<file path="config.mk">
export PLATFORM = sky130hd
export DESIGN_NAME = lpc_clock_ctrl
export DESIGN_NICKNAME = d
export VERILOG_FILES = /design/src/rtl/lpc_pkg.sv /design/src/rtl/lpc_ctrl_reg.sv /design/src/rtl/lpc_lf_div.sv /design/src/rtl/lpc_clk_switch.sv /design/src/rtl/lpc_clock_ctrl.sv
export SDC_FILE = /design/constraint.sdc
export NUM_CORES = 1
export LEC_CHECK = 0
export CAP_MARGIN = 20
export CORE_MARGIN = 1
export CORE_UTILIZATION = 30
export DETAILED_ROUTE_END_ITERATION = 6
export GPL_TIMING_DRIVEN = 0
export HOLD_SLACK_MARGIN = 0.15
export PLACE_DENSITY = 0.73
export SETUP_SLACK_MARGIN = 0.05
export SLEW_MARGIN = 20
export SYNTH_ARGS = -nofsm -noshare
export SYNTH_HDL_FRONTEND = slang
export SYNTH_SLANG_ARGS = --single-unit
</file>
<file path="constraint.sdc">
create_clock -name clk -period 1.15 [get_ports clk]
set_input_delay 0.115 -clock clk [delete_from_list [all_inputs] [get_ports clk]]
set_output_delay 0.115 -clock clk [all_outputs]
set_load 0.02 [all_outputs]
</file>
<file path="src/rtl/lpc_pkg.sv">
package lpc_pkg;

    localparam int CTRL_W      = 8;
    localparam int HOSC_POS    = 6;
    localparam int LOSC_POS    = 5;
    localparam int SEL_POS     = 4;
    localparam int HALT_CPU_POS = 3;
    localparam int HALT_TG_POS  = 2;

    typedef struct packed {
        logic hosc;
        logic losc;
        logic sel_slow;
        logic halt_cpu;
        logic halt_tg;
    } lpc_ctrl_t;

    localparam lpc_ctrl_t CTRL_RESET = '{hosc: 1'b1, losc: 1'b0, sel_slow: 1'b0,
                                         halt_cpu: 1'b0, halt_tg: 1'b0};

    typedef enum logic [0:0] {
        SW_RUN   = 1'b0,
        SW_DRAIN = 1'b1
    } sw_state_e;

    function automatic logic [CTRL_W-1:0] ctrl_to_byte(input lpc_ctrl_t c);
        logic [CTRL_W-1:0] b;
        b               = '0;
        b[HOSC_POS]     = c.hosc;
        b[LOSC_POS]     = c.losc;
        b[SEL_POS]      = c.sel_slow;
        b[HALT_CPU_POS] = c.halt_cpu;
        b[HALT_TG_POS]  = c.halt_tg;
        return b;
    endfunction

endpackage

</file>
<file path="src/rtl/lpc_ctrl_reg.sv">
module lpc_ctrl_reg
    import lpc_pkg::*;
(
    input  logic              clk,
    input  logic              rst_n,
    input  logic              wr_en_i,
    input  logic [CTRL_W-1:0] wdata_i,
    input  logic              wake_i,
    output lpc_ctrl_t         ctrl_o,
    output logic [CTRL_W-1:0] rdata_o
);

    typedef struct packed {
        lpc_ctrl_t ctrl;
        logic      wake;
    } reg_state_t;

    reg_state_t st_d, st_q;
    logic       both_halt_w;
    logic       release_w;
    logic       unused_wbits;

    assign unused_wbits = ^{wdata_i[CTRL_W-1], wdata_i[1:0]};

    always_comb begin
        st_d        = st_q;
        st_d.wake   = wake_i;
        both_halt_w = wdata_i[HALT_CPU_POS] & wdata_i[HALT_TG_POS];
        release_w   = st_q.wake & (st_q.ctrl.halt_cpu | st_q.ctrl.halt_tg);

        if (wr_en_i) begin
            st_d.ctrl.hosc     = wdata_i[HOSC_POS];
            st_d.ctrl.losc     = wdata_i[LOSC_POS];
            st_d.ctrl.sel_slow = wdata_i[SEL_POS];
            if (!both_halt_w) begin
                st_d.ctrl.halt_cpu = wdata_i[HALT_CPU_POS];
                st_d.ctrl.halt_tg  = wdata_i[HALT_TG_POS];
            end
        end

        // wake-up release overrides any halt value written on the same edge
        if (release_w) begin
            st_d.ctrl.halt_cpu = 1'b0;
            st_d.ctrl.halt_tg  = 1'b0;
        end
    end

    always_ff @(posedge clk) begin
        if (!rst_n) begin
            st_q.ctrl <= CTRL_RESET;
            st_q.wake <= 1'b0;
        end else begin
            st_q <= st_d;
        end
    end

    assign ctrl_o  = st_q.ctrl;
    assign rdata_o = ctrl_to_byte(st_q.ctrl);

    assert_halt_exclusive_R9: assert property (@(posedge clk) disable iff (!rst_n)
        !(st_q.ctrl.halt_cpu && st_q.ctrl.halt_tg));

    assert_wake_release_R8: assert property (@(posedge clk) disable iff (!rst_n)
        (st_q.wake && (st_q.ctrl.halt_cpu || st_q.ctrl.halt_tg))
        |=> (!st_q.ctrl.halt_cpu && !st_q.ctrl.halt_tg));

    assert_release_keeps_fields_R8: assert property (@(posedge clk) disable iff (!rst_n)
        (st_q.wake && !wr_en_i) |=> (st_q.ctrl.hosc == $past(st_q.ctrl.hosc)
                                     && st_q.ctrl.sel_slow == $past(st_q.ctrl.sel_slow)));

endmodule

</file>
<file path="src/rtl/lpc_lf_div.sv">
module lpc_lf_div #(
    parameter int DIV = 4
) (
    input  logic clk,
    input  logic rst_n,
    input  logic tick_i,
    output logic tick_o
);

    localparam int CNT_W = (DIV > 1) ? $clog2(DIV) : 1;
    localparam logic [CNT_W-1:0] CNT_LAST = CNT_W'(DIV - 1);

    typedef struct packed {
        logic [CNT_W-1:0] cnt;
    } div_state_t;

    div_state_t st_d, st_q;

    always_comb begin
        st_d = st_q;
        if (tick_i) begin
            if (st_q.cnt == CNT_LAST) st_d.cnt = '0;
            else                      st_d.cnt = st_q.cnt + 1'b1;
        end
    end

    always_ff @(posedge clk) begin
        if (!rst_n) st_q.cnt <= '0;
        else        st_q     <= st_d;
    end

    assign tick_o = tick_i & (st_q.cnt == CNT_LAST);

    assert_div_spacing_R4: assert property (@(posedge clk) disable iff (!rst_n)
        tick_o |=> !tick_o);

endmodule

</file>
<file path="src/rtl/lpc_clk_switch.sv">
module lpc_clk_switch
    import lpc_pkg::*;
#(
    parameter int DRAIN_CYC = 4
) (
    input  logic clk,
    input  logic rst_n,
    input  logic req_slow_i,
    input  logic gear_tick_i,
    input  logic slow_tick_i,
    output logic sys_tick_o,
    output logic cur_slow_o
);

    localparam int CNT_W = (DRAIN_CYC > 1) ? $clog2(DRAIN_CYC) : 1;
    localparam logic [CNT_W-1:0] CNT_LAST = CNT_W'(DRAIN_CYC - 1);

    typedef struct packed {
        sw_state_e        state;
        logic             cur_slow;
        logic [CNT_W-1:0] cnt;
    } sw_t;

    sw_t  st_d, st_q;
    logic src_tick_w;

    always_comb begin
        st_d = st_q;
        unique case (st_q.state)
            SW_RUN: begin
                if (req_slow_i != st_q.cur_slow) begin
                    st_d.state = SW_DRAIN;
                    st_d.cnt   = '0;
                end
            end
            SW_DRAIN: begin
                if (st_q.cnt == CNT_LAST) begin
                    st_d.state    = SW_RUN;
                    st_d.cur_slow = req_slow_i;
                end else begin
                    st_d.cnt = st_q.cnt + 1'b1;
                end
            end
            default: st_d.state = SW_RUN;
        endcase
    end

    always_ff @(posedge clk) begin
        if (!rst_n) begin
            st_q.state    <= SW_RUN;
            st_q.cur_slow <= 1'b0;
            st_q.cnt      <= '0;
        end else begin
            st_q <= st_d;
        end
    end

    assign src_tick_w = st_q.cur_slow ? slow_tick_i : gear_tick_i;
    // old gate drops as soon as the request differs, new gate opens after drain
    assign sys_tick_o = (st_q.state == SW_RUN) & (req_slow_i == st_q.cur_slow) & src_tick_w;
    assign cur_slow_o = st_q.cur_slow;

    assert_switch_after_drain_R5: assert property (@(posedge clk) disable iff (!rst_n)
        (st_q.cur_slow != $past(st_q.cur_slow)) |-> ($past(st_q.state) == SW_DRAIN));

    assert_drain_leaves_run_R5: assert property (@(posedge clk) disable iff (!rst_n)
        (st_q.state == SW_RUN && req_slow_i != st_q.cur_slow) |=> (st_q.state == SW_DRAIN));

endmodule

</file>
<file path="src/rtl/lpc_clock_ctrl.sv">
module lpc_clock_ctrl
    import lpc_pkg::*;
#(
    parameter int LF_DIV    = 4,
    parameter int DRAIN_CYC = 4
) (
    input  logic              clk,
    input  logic              rst_n,
    input  logic              gear_tick_i,
    input  logic              lf_tick_i,
    input  logic              wr_en_i,
    input  logic [CTRL_W-1:0] wdata_i,
    output logic [CTRL_W-1:0] rdata_o,
    input  logic              wake_i,
    output logic              hosc_en_o,
    output logic              losc_en_o,
    output logic              cpu_ce_o,
    output logic              wdt_ce_o,
    output logic              periph_ce_o,
    output logic              tbt_ce_o,
    output logic              stage9_lf_o
);

    lpc_ctrl_t ctrl_w;
    logic      slow_tick_w;
    logic      sys_tick_w;
    logic      cur_slow_w;

    lpc_ctrl_reg u_reg (
        .clk     (clk),
        .rst_n   (rst_n),
        .wr_en_i (wr_en_i),
        .wdata_i (wdata_i),
        .wake_i  (wake_i),
        .ctrl_o  (ctrl_w),
        .rdata_o (rdata_o)
    );

    lpc_lf_div #(.DIV(LF_DIV)) u_div (
        .clk    (clk),
        .rst_n  (rst_n),
        .tick_i (lf_tick_i),
        .tick_o (slow_tick_w)
    );

    lpc_clk_switch #(.DRAIN_CYC(DRAIN_CYC)) u_sw (
        .clk         (clk),
        .rst_n       (rst_n),
        .req_slow_i  (ctrl_w.sel_slow),
        .gear_tick_i (gear_tick_i),
        .slow_tick_i (slow_tick_w),
        .sys_tick_o  (sys_tick_w),
        .cur_slow_o  (cur_slow_w)
    );

    assign hosc_en_o   = ctrl_w.hosc;
    assign losc_en_o   = ctrl_w.losc;
    assign tbt_ce_o    = sys_tick_w;
    assign cpu_ce_o    = sys_tick_w & ~ctrl_w.halt_cpu;
    assign wdt_ce_o    = sys_tick_w & ~ctrl_w.halt_cpu;
    assign periph_ce_o = sys_tick_w & ~ctrl_w.halt_tg;
    assign stage9_lf_o = cur_slow_w;

    assert_cpu_stopped_R6: assert property (@(posedge clk) disable iff (!rst_n)
        rdata_o[HALT_CPU_POS] |-> (!cpu_ce_o && !wdt_ce_o));

    assert_tbt_covers_periph_R7: assert property (@(posedge clk) disable iff (!rst_n)
        periph_ce_o |-> tbt_ce_o);

    assert_reserved_zero_R1: assert property (@(posedge clk) disable iff (!rst_n)
        (rdata_o[CTRL_W-1] == 1'b0) && (rdata_o[1:0] == 2'b00));

endmodule

</file>
# == Yosys cells after proc, flatten, opt, wreduce, memory -nomap -nowiden ==
# Index checks and enable logic that the tools add are counted.
# totals
out_inout_bits,15
reg_bits,12
input_bits,14
# classes
n_eq_ne,6
bitwise_logic,13
mux,8
n_addsub,2
reduce_logical,4
# op_table
cell,count
2-bit two-way mux,4
1-bit AND,7
2-bit AND reduction,3
1-bit NOT,5
2-bit by 1-bit adder with 2-bit output (second input constant),2
2-bit equality test (second input constant),2
2-bit case mux with 2 select lines,1
1-bit two-way mux,2
2-bit by 1-bit != test with 1-bit output (second input constant),1
2-bit != test (second input constant),1
1-bit case mux with 2 select lines,1
2-bit OR reduction,1
1-bit equality test,1
1-bit != test,1
1-bit bitwise OR,1

# == Depth between registers and ports, before layout ==
# depth
depth_word,5
ltp_mapped,4

# == Hierarchy ==
# Synthesis repeated with hierarchy kept, for this count alone.
# hier_totals
hier_cells,71
hier_area_um2,691.9
# by_module_without_submodules
module,cells_each,n_inst,area_each_um2
lpc_ctrl_reg,35,1,327.8
lpc_clk_switch,24,1,226.5
lpc_lf_div,9,1,102.6
lpc_clock_ctrl,3,1,35.0

# == Worst setup path before layout ==
# No wires, ideal clock.
# synth_path
kind,register -> output
start,reg u_sw.st_q (netlist bit u_sw.cur_slow_o)
end,out wdt_ce_o
arrival_ns,1.722
setup_slack_ns,-0.687
path_buffers,1
stages_incl_launch_ff,4
t_required_ns,1.035
path_cell_list,dfxtp_1 -> or3b_4 -> a211oi_1 -> buf_4
# synth_between
elab_chain_len,4
elab_cells_between_ends,5
cone_classes,eq/ne: 1; mux: 1; bitwise: 3
# synth_rtl
element,line,text
"start, declared",lpc_clk_switch.sv:24,"sw_t st_d, st_q;"
"start signal, assigned",lpc_clk_switch.sv:54,st_q <= st_d;
1-bit equality test,lpc_clk_switch.sv:60,assign sys_tick_o = (st_q.state == SW_RUN) & (req_slow_i == st_q.cur_slow) & src_tick_w;
1-bit AND,lpc_clk_switch.sv:60,
1-bit AND *,lpc_clk_switch.sv:60,
1-bit AND *,n/a,
"end, declared",lpc_clock_ctrl.sv:18,"output logic wdt_ce_o,"
# Mark *: on every way between the ends. The rest lies on a longest branch, timed or not.

# == Worst setup path after layout ==
# layout_path
start,reg u_reg.st_q (netlist bit u_reg.ctrl_o[2])
end,out wdt_ce_o
# layout_between
elab_chain_len,4
# layout_rtl
element,line,text
"start, declared",lpc_ctrl_reg.sv:18,"reg_state_t st_d, st_q;"
"start signal, assigned",lpc_ctrl_reg.sv:53,st_q <= st_d;
1-bit equality test,lpc_clk_switch.sv:60,
1-bit AND (2 in a row),lpc_clk_switch.sv:60,
1-bit AND,lpc_clock_ctrl.sv:60,assign wdt_ce_o = sys_tick_w & ~ctrl_w.halt_cpu;
# No other way between the ends.

==> flow_metrics.tcl <==
set metrics [dict create \
    place_hpwl_um 991 \
    synth.top_cells.by_area "dfxtp_1 (38%), buf_4 (11%), mux2i_1 (6.3%), ha_1 (3.9%), nand4_1 (3.0%)" \
    fill_cells 189 \
    die_h_um 48.0 \
    cts_tree "built" \
    synth_top_cell_by_area "dfxtp_1" \
    setup_ws_ps -473 \
    cp-start-kind "flop" \
    clkPwrFrac_pct 32.5 \
    leakage_uw 0.000444 \
    clkLatencyLatePin_ps 280 \
    drc 0 \
    drive_gt1_share_pct 46.9 \
    synthesis.area_um2 634 \
    cts_buffers 3 \
    grt_max_degree 11 \
    die-width_um 48.0 \
    cp.required_ps 1030 \
    htreeDepth 1 \
    max_freq_ghz 0.616 \
    coreArea_um2 1980 \
    yosysUniqueCellTypes 29 \
    grt_pass1_vias 462 \
    drv_slew 0 \
    die_area_um2 2300 \
    hold_buffers 0 \
    hold_start "wake_i" \
    grt_setup_unrepaired "true" \
    num_rows 16 \
    avgSynthCellArea_um2 9.76 \
    area_growth_pct 57.0 \
    yosysWarningCount 0 \
    power_density_nw_per_um2 1050 \
    gp_congestion 0.692 \
    hold_viol_final 0 \
    fin_crit_sh_pct 141 \
    clk_pin_slew_ps 80 \
    drt-vias-per-instance 4.59 \
    r2r-start "u_reg.ctrl_o[2]" \
    ios 29 \
    fin_crit_ps 1620 \
    status "complete, but fails checks" \
    seq_power_share_pct 43.6 \
    drt_wl_total_um 1350 \
    cp_max_fo 3 \
    antenna_found_initial 0 \
    wl_per_cell_um 10.8 \
    antenna_cells 0 \
    async_flop_share_pct 0 \
    setup_viol 5 \
    synth_top_flop_cell "dfxtp_1" \
    synth_cells 65 \
    layout_common_cells "buf_4 (15), clkdlybuf4s50_1 (10), buf_2 (9), dfxtp_4 (5)" \
    root_buffer "clkbuf_4" \
    vias 574 \
    port_buffers 22 \
    nets 115 \
    path_class "reg2out" \
    grt_pass1_wl_um 1970 \
    reg2reg_slack_ps 80 \
    final_util_pct 50.3 \
    overflow 0 \
    grt.total_usage_pct 12.5 \
    maxCapViolCount 0 \
    ant_nets 0 \
    ys_seq_area_share_pct 37.9 \
    finalSetupTns_ps -1840 \
    hp-class "in2reg" \
    cts.path.max_buffers 2 \
    ys_seq_elements 12 \
    first_pass_iters 4 \
    cp-startpoint "u_reg.ctrl_o[2]" \
    violations "negative setup slack" \
    dr.first_iter.drc_count 4 \
    critical_path_arrival_ps 1510 \
    p_comb_share_pct 23.9 \
    yosysTopAreaCellShare_pct 37.9 \
    skew_ps 7.92 \
    switching_share_pct 27.2 \
    internal_power_uw 763 \
    initial_core_util_pct 32.0 \
    numClockSinks 12 \
    p_sw_uw 285 \
    worst_setup_path_end_kind "primary output" \
    vdd_drop_max_mv 0.671 \
    layout_commonest_cell "buf_4" \
    synth-edff-count 0 \
]
[power by group through the flow]
stage                     clock network, uW  registers (uW)  logic (uW)
after floorplan                           0             468         146
after global placement                    0             467         249
after detailed placement                  0             468         253
after CTS                               354             456         240
after global routing                    374             461         272
final                                   341             457         250
[cell type report]
class | count | area (um2) | area share (%)
Multi-Input combinational cell | 42 | 357 | 35.8
Sequential cell | 12 | 263 | 26.4
Timing Repair Buffer | 27 | 218 | 21.9
Buffer | 11 | 81.3 | 8.17
Clock buffer | 4 | 36.3 | 3.64
Tap cell | 27 | 33.8 | 3.39
Inverter | 2 | 7.51 | 0.754
[logic make-up after synthesis]
group	after synthesis	synth area share, %
muxes	4	6.31
xor gates and xnor gates	1	1.38
adders and majority gates	2	3.94
DFF	12	37.9
other	1	0.591
and+or+nand+nor	19	19.5
AOI/OAI and AO/OA	13	17.0
buffers and inverters	13	13.4
[cells in the mapped netlist (2+ instances only)]
cell / number
nand2b_1: 2
o21a_1: 2
a21oi_1: 2
a211oi_1: 2
buf_4: 9
o211ai_1: 2
buf_2: 2
nor2_1: 3
mux2i_1: 4
nand3b_1: 2
nand2_1: 2
ha_1: 2
dfxtp_1: 12
inv_1: 2
nand4_1: 3
[through the flow]
step / std cells / hold slack, ps / power [uW] / setup WS (ps) / area, um2
5_1_grt: 125 / 424 / 1110 / -528 / 996
2_1_floorplan: 67 / 242 / 614 / -253 / 667
6_report: 125 / 407 / 1050 / -473 / 996
3_5_place_dp: 116 / 488 / 721 / -896 / 921
3_3_place_gp: 116 / 471 / 715 / -871 / 921
4_1_cts: 121 / 399 / 1050 / -538 / 951
[path summary, 6_finish.rpt]
| kind | to | depth (start not counted) |
|---|---|---|
| setup reg to reg | u_sw.st_q[3] | 4 |
| setup / recovery | wdt_ce_o | 4 |
| hold reg to reg | u_reg.ctrl_o[4] | 2 |
| hold / removal | u_reg.st_q[0] | 2 |
[critical path, stage by stage, from the launching register on]
cell and delay [ps]:
dfxtp_4 340, or3b_4 420, a211oi_4 240, buf_6 130
buf_6 100
[timing repair]
| item | 4_1_cts | 5_1_grt |
|---|---|---|
| endpoints found under the setup margin | 13 | 9 |
| setup buffers | 1 | 4 |
| pin swaps | 3 | 4 |
| resized for setup | 52 | 10 |
[routing by layer]
metal,global-route usage (%),routed length [um],vias to the layer above
li1,-,-,288
met1,14.1,557,272
met2,21.4,723,11
met3,5.66,60,3
met4,3.33,10,0
met5,0,0,-
[state kept, by name (all words and copies together) (netlist names)]
name and flops:
u_div.st_q 2, u_sw.st_q 3, u_reg.st_q 1, u_sw.cur_slow_o 1, u_reg.ctrl_o 5
Note: power is estimated with default switching activity, not from simulation.
